### src/rtl/srx_pkg.sv
// Shared definitions for the serial receive bank.
// Assumes 8-bit characters with one start and one stop bit.
package srx_pkg;
    localparam int BYTE_W = 8;

    typedef enum logic [1:0] {
        LANE_IDLE  = 2'd0,
        LANE_CHECK = 2'd1,
        LANE_DATA  = 2'd2,
        LANE_STOP  = 2'd3
    } lane_state_t;
endpackage

### src/rtl/srx_strobe_gen.sv
// Divides the clock down to the sampling strobe: one clock-wide pulse every
// DIV clocks. Assumes DIV >= 1; the first strobe follows DIV clocks after reset.
module srx_strobe_gen #(
    parameter int DIV = 4340
) (
    input  logic clk,
    input  logic rst_n,
    output logic strobe
);
    localparam int CW = (DIV > 1) ? $clog2(DIV) : 1;

    logic [CW-1:0] div_cnt;

    // Free-running divide counter, wrapping at DIV-1.
    always_ff @(posedge clk) begin
        if (!rst_n)                      div_cnt <= '0;
        else if (div_cnt == CW'(DIV - 1)) div_cnt <= '0;
        else                             div_cnt <= div_cnt + 1'b1;
    end

    assign strobe = (div_cnt == CW'(DIV - 1));

    generate
        if (DIV > 1) begin : g_gap_chk
            p_strobe_gap_r1: assert property (@(posedge clk) disable iff (!rst_n)
                strobe |=> !strobe)
                else $error("strobe held high for two clocks");
        end
    endgenerate
endmodule

### src/rtl/srx_line_capture.sv
// Registers every receive line on the same strobe edge, in groups of GRP lanes,
// and delays the strobe by one clock so that decoders see the frozen copy.
// Assumes NUM_CH is a multiple of GRP. Lines reset to the idle (high) level.
module srx_line_capture #(
    parameter int NUM_CH = 16,
    parameter int GRP    = 8
) (
    input  logic              clk,
    input  logic              rst_n,
    input  logic              strobe,
    input  logic [NUM_CH-1:0] lines,
    output logic [NUM_CH-1:0] snap,
    output logic              snap_stb
);
    localparam int N_GRP = NUM_CH / GRP;

    generate
        for (genvar g = 0; g < N_GRP; g++) begin : g_grp
            logic [GRP-1:0] grp_q;
            // Latch one group of lanes on the shared strobe.
            always_ff @(posedge clk) begin
                if (!rst_n)      grp_q <= '1;
                else if (strobe) grp_q <= lines[g*GRP +: GRP];
            end
            assign snap[g*GRP +: GRP] = grp_q;
        end
    endgenerate

    // Tell the decoders that a fresh snapshot is present.
    always_ff @(posedge clk) begin
        if (!rst_n) snap_stb <= 1'b0;
        else        snap_stb <= strobe;
    end

    p_snap_hold_r2: assert property (@(posedge clk) disable iff (!rst_n)
        !strobe |=> $stable(snap))
        else $error("snapshot changed without a strobe");
    p_snap_follow_r2: assert property (@(posedge clk) disable iff (!rst_n)
        strobe |=> snap_stb)
        else $error("snapshot strobe missing");
endmodule

### src/rtl/srx_lane.sv
// One receive lane: start check, centred data sampling every OS samples, stop
// check. Acts only when smp_stb is high, on the captured sample smp.
// Assumes OS >= 2.
module srx_lane
    import srx_pkg::*;
#(
    parameter int OS = 3
) (
    input  logic              clk,
    input  logic              rst_n,
    input  logic              smp_stb,
    input  logic              smp,
    output logic [BYTE_W-1:0] byte_o,
    output logic              valid_o,
    output logic              err_o
);
    localparam int PW = (OS > 1) ? $clog2(OS) : 1;
    localparam int BW = $clog2(BYTE_W);

    lane_state_t       st;
    logic [PW-1:0]     phase;
    logic [BW-1:0]     bit_n;
    logic [BYTE_W-1:0] shreg;
    logic              phase_end;

    assign phase_end = (phase == PW'(OS - 1));

    // Lane state machine with shift register and result registers.
    always_ff @(posedge clk) begin
        if (!rst_n) begin
            st      <= LANE_IDLE;
            phase   <= '0;
            bit_n   <= '0;
            shreg   <= '0;
            byte_o  <= '0;
            valid_o <= 1'b0;
            err_o   <= 1'b0;
        end else begin
            valid_o <= 1'b0;
            if (smp_stb) begin
                unique case (st)
                    LANE_IDLE: begin
                        if (!smp) st <= LANE_CHECK;
                    end
                    LANE_CHECK: begin
                        phase <= '0;
                        bit_n <= '0;
                        st    <= smp ? LANE_IDLE : LANE_DATA;
                    end
                    LANE_DATA: begin
                        if (phase_end) begin
                            phase <= '0;
                            shreg <= {smp, shreg[BYTE_W-1:1]};
                            if (bit_n == BW'(BYTE_W - 1)) st <= LANE_STOP;
                            else                        bit_n <= bit_n + 1'b1;
                        end else begin
                            phase <= phase + 1'b1;
                        end
                    end
                    LANE_STOP: begin
                        if (phase_end) begin
                            phase   <= '0;
                            byte_o  <= shreg;
                            err_o   <= !smp;
                            valid_o <= 1'b1;
                            st      <= LANE_IDLE;
                        end else begin
                            phase <= phase + 1'b1;
                        end
                    end
                    default: st <= LANE_IDLE;
                endcase
            end
        end
    end

    p_start_detect_r3: assert property (@(posedge clk) disable iff (!rst_n)
        (st == LANE_IDLE && smp_stb && !smp) |=> st == LANE_CHECK)
        else $error("low idle sample did not arm start check");
    p_check_abort_r4: assert property (@(posedge clk) disable iff (!rst_n)
        (st == LANE_CHECK && smp_stb && smp) |=> (st == LANE_IDLE && !valid_o))
        else $error("high check sample did not return to idle");
    p_valid_pulse_r6: assert property (@(posedge clk) disable iff (!rst_n)
        valid_o |=> !valid_o)
        else $error("valid longer than one clock");
    p_valid_src_r6: assert property (@(posedge clk) disable iff (!rst_n)
        valid_o |-> $past(st) == LANE_STOP)
        else $error("valid outside stop state");
    p_err_hold_r7: assert property (@(posedge clk) disable iff (!rst_n)
        !valid_o |-> $stable(err_o))
        else $error("error flag moved without valid");
endmodule

### src/rtl/serial_rx_bank.sv
// Bank of NUM_CH asynchronous serial receivers sharing one sampling strobe at
// OVERSAMPLE times the bit rate. Assumes NUM_CH is a multiple of GRP and
// OVERSAMPLE is 3 or 4. Lines idle high.
module serial_rx_bank
    import srx_pkg::*;
#(
    parameter int NUM_CH     = 16,
    parameter int GRP        = 8,
    parameter int OVERSAMPLE = 3,
    parameter int TICK_DIV   = 4340
) (
    input  logic                     clk,
    input  logic                     rst_n,
    input  logic [NUM_CH-1:0]        rx_in,
    output logic [NUM_CH*BYTE_W-1:0] rx_data,
    output logic [NUM_CH-1:0]        rx_valid,
    output logic [NUM_CH-1:0]        frame_err
);
    logic              strobe;
    logic [NUM_CH-1:0] snap;
    logic              snap_stb;

    srx_strobe_gen #(.DIV(TICK_DIV)) u_strobe (
        .clk    (clk),
        .rst_n  (rst_n),
        .strobe (strobe)
    );

    srx_line_capture #(.NUM_CH(NUM_CH), .GRP(GRP)) u_capture (
        .clk      (clk),
        .rst_n    (rst_n),
        .strobe   (strobe),
        .lines    (rx_in),
        .snap     (snap),
        .snap_stb (snap_stb)
    );

    generate
        for (genvar c = 0; c < NUM_CH; c++) begin : g_lane
            srx_lane #(.OS(OVERSAMPLE)) u_lane (
                .clk     (clk),
                .rst_n   (rst_n),
                .smp_stb (snap_stb),
                .smp     (snap[c]),
                .byte_o  (rx_data[c*BYTE_W +: BYTE_W]),
                .valid_o (rx_valid[c]),
                .err_o   (frame_err[c])
            );
        end
    endgenerate
endmodule

### config.mk
export PLATFORM = sky130hd
export DESIGN_NAME = serial_rx_bank
export DESIGN_NICKNAME = d
export VERILOG_FILES = /design/src/rtl/srx_pkg.sv /design/src/rtl/srx_strobe_gen.sv /design/src/rtl/srx_line_capture.sv /design/src/rtl/srx_lane.sv /design/src/rtl/serial_rx_bank.sv
export SDC_FILE = /design/constraint.sdc
export NUM_CORES = 1
export LEC_CHECK = 0
export BUFFER_PORTS_ARGS = -buffer_cell sky130_fd_sc_hd__buf_2
export CAP_MARGIN = 30
export CORE_ASPECT_RATIO = 0.7
export CORE_UTILIZATION = 50
export DETAILED_ROUTE_END_ITERATION = 8
export HOLD_SLACK_MARGIN = 0.02
export PLACE_DENSITY = 0.7
export SYNTH_ARGS = -nofsm -noshare
export SYNTH_HDL_FRONTEND = slang
export SYNTH_HIERARCHICAL = 1
export SYNTH_SLANG_ARGS = --single-unit
### constraint.sdc
create_clock -name clk -period 2.1 [get_ports clk]
set_input_delay 0.21 -clock clk [delete_from_list [all_inputs] [get_ports clk]]
set_output_delay 0.21 -clock clk [all_outputs]
set_load 0.01 [all_outputs]
# After elaboration in Yosys (flattened, before gate mapping)
# Index checks and enable logic that the tools add are counted.
# totals
ff_bits	430
word_cells	680
out_inout_bits	160
inputBits	18
# classes
muxes	192
n_addsub	33
n_reduce_logical	177
bitwise_logic	1
eq_ne	161
# ops
cell	count
$mux 2	96
$reduce_and 3->1	48
$pmux 2 s4	16
$eq 2x2->1 const B	48
$mux 3	32
$ne 2x1->1 const B	48
$pmux 3 s2	16
$reduce_and 5->1	16
$ne 2x2->1 const B	32
$pmux 2 s2	16
$reduce_and 4->1	16
$reduce_bool 2->1	32
$add 3x1->3 const B	16
$eq 3x3->1 const B	16
$reduce_or 2->1	17
$add 2x1->2 const B	16
$eq 2x1->1 const B	16
$logic_not 2->1	16
$reduce_and 2->1	16
$logic_not 1->1	16
$mux 1	16
$add 13x1->13 const B	1
$eq 13x13->1 const B	1
$not 1->1	1

# Logic depth before layout (Yosys ltp)
# Gate-level depths: netlist of the first run.
# depth
depth_word	4
depth_mapped	7
mapped_depth_nobuf	5

# By module
# The synthesis of the first run kept the hierarchy.
# by_module_without_submodules
module	seq_area_each_um2	n_inst	area_each_um2	cells_per_inst
srx_lane (g_lane[0].u_lane ...)	500.5	15	1074.8	127
srx_lane (g_lane[14].u_lane)	500.5	1	1021.0	99
srx_strobe_gen	260.2	1	616.8	65
srx_line_capture	340.3	1	609.3	54

# Worst setup path after synthesis of the first run
# Ideal clock, no wire load.
# synth_timing
path_kind	flip-flop to flip-flop
from	reg u_strobe.div_cnt[0]
to	reg u_capture.g_grp[0].grp_q[0]
period_less_slack_ps	1682
required_ps	1981
setup_time_ps	119
slack_ps	418
path_buffers	2
stages_incl_launch_ff	8
arrival_ps	1564
cell_sequence	dfxtp_1 > ha_1 > nor4b_1 > and3b_1 > buf_6 > buf_12 > mux2i_1 > nand2_1
# synth_between
elab_chain_cells	1
# synth_lines
item	line_no	text
from (decl)	srx_strobe_gen.sv:12	logic [CW-1:0] div_cnt;
from (signal assigned)	srx_strobe_gen.sv:18	else div_cnt <= div_cnt + 1'b1;
$eq 13x13->1	srx_strobe_gen.sv:21	assign strobe = (div_cnt == CW'(DIV - 1));
net strobe	serial_rx_bank.sv:19	logic strobe;
to (signal assigned)	srx_line_capture.sv:23	else if (strobe) grp_q <= lines[g*GRP +: GRP];
to (decl)	srx_line_capture.sv:19	logic [GRP-1:0] grp_q;
# The timed path passes the listed nets, and every way through them passes these cells.
# A chain may end at the register's enable or synchronous reset.

# Final worst setup path of the first run
# layout_timing
from	reg u_strobe.div_cnt[0]
to	reg u_capture.g_grp[0].grp_q[6]
# The elaborated chain is that of the path after synthesis.

==> impl_metrics.tcl, run 1 <==
set metrics [dict create \
    outcome "complete, no violations" \
    fin_util 0.580 \
    synth_nets 2174 \
    io_buffers 177 \
    clock_latency_ns 0.54 \
    die_w_um 231 \
    fmax_ghz 0.546 \
    area.growth.synth_to_final_pct 13.8 \
    final_nets 2260 \
    skew_ns 0.00940 \
    vdd.ir_drop.worst_v 0.000559 \
    ys_types 57 \
    clkTransAtPathRegs_ns 0.06 \
    max_slew_margin 0.517 \
    required_ns 2.53 \
    hold_class "input pin to flop" \
    pre_cts_ws_ns 0.173 \
    grt_max_degree 57 \
    setup_slack_ns 0.268 \
    maxCapViolCount 0 \
    ant_nets 0 \
    rsz0062_at_grt "no" \
    core_area_sq_um 36100 \
    first_pass_iters 5 \
    yosysWarnings 6 \
    drc 0 \
    setup_tns_ns 0 \
    critPathTopFamily "simple AND/OR/NAND/NOR gates" \
    critPathMaxFanout 14 \
    synth_flop_cell "dfxtp_1" \
    setup_viol_count_final 0 \
    syn_area_per_cell_sq_um 8.65 \
    crit_chain "ha_1 > nor4b_2 > and3b_2 > buf_12 > mux2i_1 > nand2_1" \
    ys_seq_area_frac 0.469 \
    grt_pass1_wl_um 69000 \
    synth_top_area_share 0.469 \
    netlist_area_sq_um 18400 \
    synth_most_common_cell "dfxtp_1" \
    async_reset_ff_frac 0 \
    cts_sinks 430 \
    grt_pass1_vias 14180 \
    synth_edf_count 0 \
    synthTopCellsByCount "dfxtp_1 (430), a21oi_1 (323), o21ai_0 (305), nand3_1 (242), nand2_1 (131)" \
    io_pins 178 \
    worstPathArrival_ns 2.26 \
    tritoncts "done" \
    dieHeight_um 162 \
    final_hold_viol_count 0 \
    synth_seq_cells 430 \
    power.density_nw_per_um2 789 \
    avgRoutedWirePerCell_um 15.3 \
    dieArea_sq_um 37500 \
    dp.final_hpwl_um 26500 \
    wl_um 41600 \
    cts_buffer_depth 3 \
    numCtsBuffers 43 \
    cp_slowest_cell "dfxtp_1" \
    viasPerCell 5.80 \
    max_stage_delay_ns 0.38 \
    start_kind "flop" \
    h-tree-depth 2 \
    drt_iter0_drc 1009 \
    root_buffer "clkbuf_16" \
    period_share 0.872 \
    vias 15809 \
    synthTopCellsByArea "dfxtp_1 (47%), a21oi_1 (8.8%), o21ai_0 (8.3%)" \
    fp-row-count 58 \
    yosys.area.top_type "dfxtp_1" \
    end_kind "flop" \
    fin_area_sq_um 20900 \
    dpl_cell_area_sq_um 19200 \
    drive_gt1_frac 0.148 \
    leakage_nw 7.24 \
    start_util 0.509 \
    crit_buf_inv 1 \
    drv_slew 0 \
    criticalPathCategory "flop to flop" \
    track_usage 0.213 \
    antenna_found_initial 1 \
    worst_pin_slew_ns 0.724 \
    fin_crit_ns 1.83 \
    place.gp.congestion 0.807 \
    syn_inst 2123 \
    grt_overflow 0 \
]
-- layer usage --
metal | part of all wire | wire, um | global-route usage
met1 | 0.49 | 20300 | 0.304
met4 | 0.017 | 697 | 0.0509
met3 | 0.038 | 1590 | 0.0340
met2 | 0.46 | 19000 | 0.337
met5 | 0 | 0 | 0
-- worst register-to-register path, cell delays in order (launching register included) --
cell,delay [ns]
dfxtp_1,0.38
ha_1,0.24
nor4b_2,0.24
and3b_2,0.33
buf_12,0.20
mux2i_1,0.24
nand2_1,0.08
-- stage by stage --
stage / instances / hold WS [ns] / total power [mW]
2_1_floorplan: 2123 / 0.338 / 8.56
3_3_place_gp: 2628 / 0.429 / 8.65
3_5_place_dp: 2628 / 0.428 / 8.66
4_1_cts: 2723 / 0.0950 / 16.7
5_1_grt: 2723 / 0.138 / 17.1
6_report: 2724 / 0.128 / 16.5
-- kinds of logic after synthesis --
kind of cell / Yosys count / synth area share
compound gates: 747 / 0.225
simple gates: 605 / 0.187
flops: 430 / 0.469
buf+inv: 256 / 0.0688
mux: 49 / 0.0268
fa+ha+maj: 33 / 0.0225
xor+xnor: 3 / 0.00143
-- final timing paths --
path,end,depth (start not counted),start,slack [ns]
worst max register to register,u_capture/g_grp[0].grp_q[6],6,u_strobe/div_cnt[0],0.27
worst min-delay path,u_capture/g_grp[1].grp_q[2],2,rst_n,0.13
worst max-delay path,u_capture/g_grp[0].grp_q[6],6,u_strobe/div_cnt[0],0.27
worst min register to register,g_lane[14].u_lane/err_o,2,g_lane[14].u_lane/err_o,0.45
-- area by class of cell --
| type | count | area [sq um] |
|---|---|---|
| Tap cell | 480 | 601 |
| Timing Repair Buffer | 247 | 1490 |
| Multi-Input combinational cell | 1437 | 8500 |
| Antenna cell | 1 | 2.50 |
| Clock buffer | 69 | 1370 |
| Inverter | 50 | 188 |
| Fill cell | 3189 | 15200 |
| Sequential cell | 430 | 8610 |
| Clock inverter | 10 | 136 |
-- power breakdown --
| part | total [mW] | leakage (nW) | switching [mW] | internal [mW] |
|---|---|---|---|---|
| clock network | 7.97 | 0.732 | 3.15 | 4.83 |
| logic | 0.294 | 3.04 | 0.196 | 0.0985 |
| registers | 8.22 | 3.47 | 0.0293 | 8.19 |
| total | 16.5 | 7.24 | 3.37 | 13.1 |
-- sequential cells by signal, indices dropped and copies added (netlist names), named ones only --
| name | flops |
|---|---|
| u_capture/g_grp.grp_q | 16 |
| g_lane.u_lane/err_o | 16 |
| g_lane.u_lane/byte_o | 128 |
| g_lane.u_lane/st | 16 |
| g_lane.u_lane/bit_n | 48 |
| u_capture/snap_stb | 1 |
| g_lane.u_lane/valid_o | 16 |
| g_lane.u_lane/phase | 32 |
| g_lane.u_lane/shreg | 128 |
| u_strobe/div_cnt | 13 |
-- layout by cell type (no fill, tap or decap), types with 4 or more instances in the layout --
master | Yosys | final
a21oi_1 | 323 | 323
a22oi_1 | 15 | 15
a32oi_1 | 15 | 15
and4b_2 | 15 | 15
buf_2 | 18 | 176
buf_4 | 31 | 52
clkbuf_1 | 123 | 9
clkbuf_16 | 0 | 45
clkbuf_8 | 0 | 15
dfxtp_1 | 430 | 429
dlygate4sd3_1 | 0 | 16
ha_1 | 33 | 33
inv_1 | 50 | 50
mux2i_1 | 48 | 48
nand2_1 | 131 | 131
nand2b_1 | 17 | 17
nand3_1 | 242 | 242
nand4b_1 | 31 | 31
nor2_1 | 38 | 38
nor3_1 | 30 | 30
nor3b_1 | 15 | 15
nor4bb_1 | 30 | 30
o211ai_1 | 15 | 15
o21ai_0 | 305 | 305
o221a_1 | 15 | 15
o221ai_1 | 15 | 15
o22a_1 | 15 | 15
o22ai_1 | 16 | 16
o31ai_1 | 4 | 4
or3_1 | 20 | 20
or3b_1 | 15 | 15
-- what timing repair did --
action,in CTS,in global routing
setup endpoints to repair,0,1
gates resized for setup,0,1
buffers inserted,0,0
hold buffers,16,0
endpoints found under the hold margin,16,0
(Power assumes the default switching activity.)
==> run 2, diff against run 1 <==
--- a/config.mk
+++ b/config.mk
@@ -6,5 +6,5 @@
 export NUM_CORES = 1
 export LEC_CHECK = 0
-export BUFFER_PORTS_ARGS = -buffer_cell sky130_fd_sc_hd__buf_2
+export BUFFER_PORTS_ARGS = -buffer_cell sky130_fd_sc_hd__clkbuf_2
 export CAP_MARGIN = 30
 export CORE_ASPECT_RATIO = 0.7
==> constraint.sdc (replaced) <==
create_clock -name clk -period 2.1 [get_ports clk]
set_input_delay 0.42 -clock clk [delete_from_list [all_inputs] [get_ports clk]]
set_output_delay 0.42 -clock clk [all_outputs]
set_load 0.01 [all_outputs]
==> run 2 against run 1 <==
  * Register-to-register slack got worse by 0.09 ns
  * Clock skew increased by 0.0075 ns
  * Total power decreased by 0.71%
  * Global-route usage about the same
  * Routed wire length increased by 0.59%
  * Critical path type unchanged
  * Critical endpoint is now u_capture/g_grp[0].grp_q[4]
  * Largest cell class unchanged
  * Highest routed layer unchanged
==> impl_metrics.tcl, run 2 (synthesized netlist as in run 1, its figures left out) <==
set metrics [dict create \
    outcome "complete, no violations" \
    tritoncts "done" \
    power.density_nw_per_um2 785 \
    reg.largest.list "g_lane.u_lane/byte_o (128), g_lane.u_lane/shreg (128), g_lane.u_lane/bit_n (48)" \
    wl_um 41800 \
    fp-row-count 58 \
    grt_max_degree 33 \
    fin_util 0.578 \
    period_share 0.915 \
    switching_share 0.208 \
    start_kind "flop" \
    dieHeight_um 162 \
    drc 0 \
    root_buffer "clkbuf_16" \
    grt_pass1_wl_um 68600 \
    p_sw_mw 3.40 \
    setup_viol_count_final 0 \
    cp_slowest_cell "dfxtp_1" \
    drv_slew 0 \
    critPathMaxFanout 8 \
    regArea_sq_um 8610 \
    cts_sinks 430 \
    startpoint "u_strobe/div_cnt[0]" \
    io_buffers 177 \
    r2r_end "u_capture/g_grp[0].grp_q[4]" \
    first_pass_iters 5 \
    hold_class "input pin to flop" \
    place.gp.congestion 0.802 \
    max_stage_delay_ns 0.40 \
    die_w_um 231 \
    fmax_ghz 0.520 \
    final_nets 2261 \
    worst_pin_slew_ns 0.678 \
    comb_power_share 0.018 \
    mostFrequentLayoutCells "dfxtp_1 (429), a21oi_1 (323), o21ai_0 (305), nand3_1 (242), clkbuf_2 (176)" \
    vias 15875 \
    grt_overflow 0 \
    fillers 3283 \
    viasPerCell 5.83 \
    crit_path_end "u_capture/g_grp[0].grp_q[4]" \
    track_usage 0.213 \
    dieArea_sq_um 37500 \
    max_slew_margin 0.548 \
    leakage_nw 7.10 \
    critPathTopFamily "simple AND/OR/NAND/NOR gates" \
    r2r_start "u_strobe/div_cnt[0]" \
    fin_crit_ns 1.92 \
    cts_buffer_depth 3 \
    final_common_cell "dfxtp_1" \
    dp.final_hpwl_um 27500 \
    worstPathArrival_ns 2.34 \
    post-cts-setup-buffers 0 \
    antenna_found_initial 3 \
    area.growth.synth_to_final_pct 13.5 \
    end_kind "flop" \
    avgRoutedWirePerCell_um 15.4 \
    grt_pass1_vias 14179 \
    r2r_setup_slack_ns 0.18 \
    ant_nets 0 \
    rsz0062_at_grt "no" \
    h-tree-depth 2 \
    setup_tns_ns 0 \
    crit_chain "ha_1 > nor4b_2 > and3b_2 > buf_4 > mux2i_1 > nand2_1" \
    final_hold_viol_count 0 \
    clock_latency_ns 0.54 \
    drt_iter0_drc 916 \
    clkTransAtPathRegs_ns 0.07 \
    cp.depth 6 \
    criticalPathCategory "flop to flop" \
    crit_buf_inv 1 \
    required_ns 2.52 \
    skew_ns 0.0169 \
    multi_input_area_sq_um 8500 \
    vdd.ir_drop.worst_v 0.000525 \
    maxCapViolCount 0 \
    rr_worst_depth 6 \
    io_pins 178 \
    core_area_sq_um 36100 \
    numCtsBuffers 42 \
    p_int_mw 13.0 \
    start_util 0.509 \
    pwr-share-seq 0.502 \
    clkPwrFrac 0.480 \
    drive_gt1_frac 0.156 \
]
[run 2: cell types whose count changed in the layout (fill, tap and decap cells not counted), sizes merged]
cell,before,now
buf,231,73
bufinv,3,5
clkbuf,69,234
clkinv,3,9
clkinvlp,3,2
diode,1,2
dlygate4sd3,16,0
[run 2: worst register-to-register path, delay by kind of cell, from the launching register on]
family | cells | cell delay (ns)
flip-flops | 1 | 0.40
buffers and inverters | 1 | 0.25
AND/OR/NAND/NOR | 3 | 0.70
multiplexers | 1 | 0.22
adder cells (fa/ha/maj) | 1 | 0.24
[run 2: final cells by class]
class / count / area share
inverter: 50 / 0.00900
multi-input combinational: 1437 / 0.408
tap: 480 / 0.0288
timing repair buffer: 249 / 0.0716
clock buffer: 58 / 0.0587
antenna: 2 / 0.000240
clock inverter: 17 / 0.0105
sequential: 430 / 0.413
[run 2: metal layers]
metal,part of all wire,GRT usage,wire length [um],up-vias
li1,-,-,-,7921
met1,0.48,0.300,20200,7562
met2,0.45,0.331,18800,322
met3,0.046,0.0392,1940,70
met4,0.021,0.0647,884,0
met5,0,0,0,-
[run 2: what timing repair did]
item                                    4_1_cts  5_1_grt
endpoints found under the hold margin         0        0
hold buffers                                  0        0
resized for setup                             0        1
endpoints found under the setup margin        0        7
[run 2: power by group through the flow]
stage                     Combinational (mW)  Sequential, mW  Clock [mW]
final                                  0.290            8.21        7.86
after global routing                   0.321            8.21        8.40
after CTS                              0.290            8.21        8.08
after detailed placement               0.290            8.40           0
after global placement                 0.280            8.39           0
after floorplan                        0.170            8.39           0
[run 2: metrics by stage]
step	hold slack, ns	worst slack [ns]	total power [mW]	instances	area (sq um)
6_report	0.100	0.178	16.4	2723	20800
4_1_cts	0.0687	0.0771	16.6	2721	20800
2_1_floorplan	0.440	0.418	8.56	2123	18400
3_3_place_gp	0.449	0.231	8.67	2646	19400
5_1_grt	0.0866	0.0549	16.9	2721	20800
3_5_place_dp	0.454	0.101	8.69	2646	19400
[run 2: worst min path at each step]
stage	from	end	slack [ns]	depth (start not counted)
final	rx_in[14]	u_capture/g_grp[1].grp_q[6]	0.10	3
after global routing	rx_in[14]	u_capture/g_grp[1].grp_q[6]	0.09	3
after CTS	rx_in[12]	u_capture/g_grp[1].grp_q[4]	0.07	3
after detailed placement	g_lane[14].u_lane/byte_o[7]	g_lane[14].u_lane/byte_o[7]	0.45	2
after global placement	g_lane[2].u_lane/shreg[0]	g_lane[2].u_lane/byte_o[0]	0.45	2
after floorplan	u_strobe/div_cnt[0]	u_strobe/div_cnt[0]	0.44	1
==> run 3, diff against run 2 <==
- CTS_BUF_LIST: not set -> sky130_fd_sc_hd__clkbuf_16
==> run 3 against run 2 <==
  * Combinational power is essentially flat
  * Final cell count is the same
  * Register-to-register slack is essentially flat
  * Critical path type unchanged
  * Clock skew shrank 0.00097 ns
  * Cell area shrank 0.43%
  * Non-clock buffer count is the same
  * Clock power shrank 4.8%
  * First-iteration DRC count grew 2.3%
==> impl_metrics.tcl, run 3 (synthesized netlist as in run 1, its figures left out) <==
set metrics [dict create \
    cp_slowest_cell "dfxtp_1" \
    viasPerCell 5.84 \
    area.growth.synth_to_final_pct 13.0 \
    antenna_found_initial 3 \
    core_area_sq_um 36100 \
    vdd.ir_drop.worst_v 0.000473 \
    drc 0 \
    fillers 3293 \
    io_pins 178 \
    post-cts-setup-buffers 0 \
    multi_input_area_sq_um 8500 \
    drt_iter0_drc 937 \
    start_kind "flop" \
    drive_gt1_frac 0.152 \
    startpoint "u_strobe/div_cnt[0]" \
    criticalPathCategory "flop to flop" \
    mostFrequentLayoutCells "dfxtp_1 (429), a21oi_1 (323), o21ai_0 (305), nand3_1 (242), clkbuf_2 (176)" \
    maxCapViolCount 0 \
    max_stage_delay_ns 0.40 \
    grt_pass1_wl_um 68500 \
    grt_overflow 0 \
    start_util 0.509 \
    r2r_end "u_capture/g_grp[0].grp_q[4]" \
    cts_sinks 430 \
    root_buffer "clkbuf_16" \
    track_usage 0.213 \
    h-tree-depth 2 \
    critPathMaxFanout 8 \
    end_kind "flop" \
    required_ns 2.52 \
    setup_tns_ns 0 \
    reg.largest.list "g_lane.u_lane/byte_o (128), g_lane.u_lane/shreg (128), g_lane.u_lane/bit_n (48)" \
    grt_pass1_vias 14171 \
    io_buffers 177 \
    place.gp.congestion 0.802 \
    drv_slew 0 \
    cts_buffer_depth 3 \
    leakage_nw 7.08 \
    dp.final_hpwl_um 27500 \
    max_slew_margin 0.538 \
    power.density_nw_per_um2 770 \
    pre_cts_ws_ns 0.101 \
    numCtsBuffers 42 \
    fmax_ghz 0.521 \
    rr_worst_depth 6 \
    final_hold_viol_count 0 \
    crit_path_end "u_capture/g_grp[0].grp_q[4]" \
    grt_max_degree 33 \
    worst_pin_slew_ns 0.692 \
    ant_nets 0 \
    outcome "complete, no violations" \
    clkTransAtPathRegs_ns 0.07 \
    crit_chain "ha_1 > nor4b_2 > and3b_2 > buf_4 > mux2i_1 > nand2_1" \
    dieArea_sq_um 37500 \
    avgRoutedWirePerCell_um 15.3 \
    rsz0062_at_grt "no" \
    setup_slack_ns 0.182 \
    first_pass_iters 5 \
    fin_crit_ns 1.92 \
    period_share 0.913 \
    clock_latency_ns 0.54 \
    final_common_cell "dfxtp_1" \
    fp-row-count 58 \
    r2r_setup_slack_ns 0.18 \
    final_nets 2261 \
    regArea_sq_um 8610 \
    worstPathArrival_ns 2.34 \
    vias 15903 \
    finalPower_mw 16.0 \
    dpl_cell_area_sq_um 19400 \
    fin_area_sq_um 20800 \
    setup_viol_count_final 0 \
    skew_ns 0.0159 \
    r2r_start "u_strobe/div_cnt[0]" \
    tritoncts "done" \
    hold_class "input pin to flop" \
    die_w_um 231 \
    wl_um 41700 \
    dieHeight_um 162 \
]
==> run 3: power breakdown <==
part | total, mW | switching (mW) | internal (mW)
registers | 8.21 | 0.0289 | 8.19
clock network | 7.48 | 3.15 | 4.33
logic | 0.289 | 0.192 | 0.0970
total | 16.0 | 3.37 | 12.6
==> run 3: per-stage QoR <==
| stage | util | instances | hold slack, ns |
|---|---|---|---|
| finish | 0.575 | 2723 | 0.101 |
| global route | 0.575 | 2721 | 0.0869 |
| CTS | 0.575 | 2721 | 0.0695 |
| detailed placement | 0.538 | 2646 | 0.454 |
| global placement | 0.538 | 2646 | 0.449 |
| floorplan | - | 2123 | 0.440 |
==> run 3: per-layer routing <==
layer,wire (um),track usage,vias up
li1,-,-,7922
met1,20100,0.299,7579
met2,18800,0.330,336
met3,1970,0.0394,66
met4,864,0.0650,0
met5,0,0,-
==> run 3: worst min path at each step <==
stage                                      startpoint                           to  slack [ns]  cells after the start
final                                       rx_in[14]  u_capture/g_grp[1].grp_q[6]        0.10                      3
after floorplan                   u_strobe/div_cnt[0]          u_strobe/div_cnt[0]        0.44                      1
after CTS                                   rx_in[12]  u_capture/g_grp[1].grp_q[4]        0.07                      3
after global routing                        rx_in[14]  u_capture/g_grp[1].grp_q[6]        0.09                      3
after detailed placement  g_lane[14].u_lane/byte_o[7]  g_lane[14].u_lane/byte_o[7]        0.45                      2
after global placement      g_lane[2].u_lane/shreg[0]   g_lane[2].u_lane/byte_o[0]        0.45                      2
==> run 3: critical path: cells and delay by family, from the launching register on <==
family | cells | cell delay [ns]
and+or+nand+nor | 3 | 0.70
DFF | 1 | 0.40
adders and majority gates | 1 | 0.24
buffers and inverters | 1 | 0.24
muxes | 1 | 0.21
==> run 3: repair_timing <==
item,4_1_cts,5_1_grt
endpoints found under the setup margin,0,7
resized for setup,0,1
hold buffers,0,0
==> run 3: area by class of cell <==
type                            instances  area share
Sequential cell                       430       0.415
Inverter                               50     0.00904
Multi-Input combinational cell       1437       0.410
Timing Repair Buffer                  249      0.0719
Tap cell                              480      0.0289
Clock inverter                         32      0.0133
Clock buffer                           43      0.0519
Antenna cell                            2    0.000241
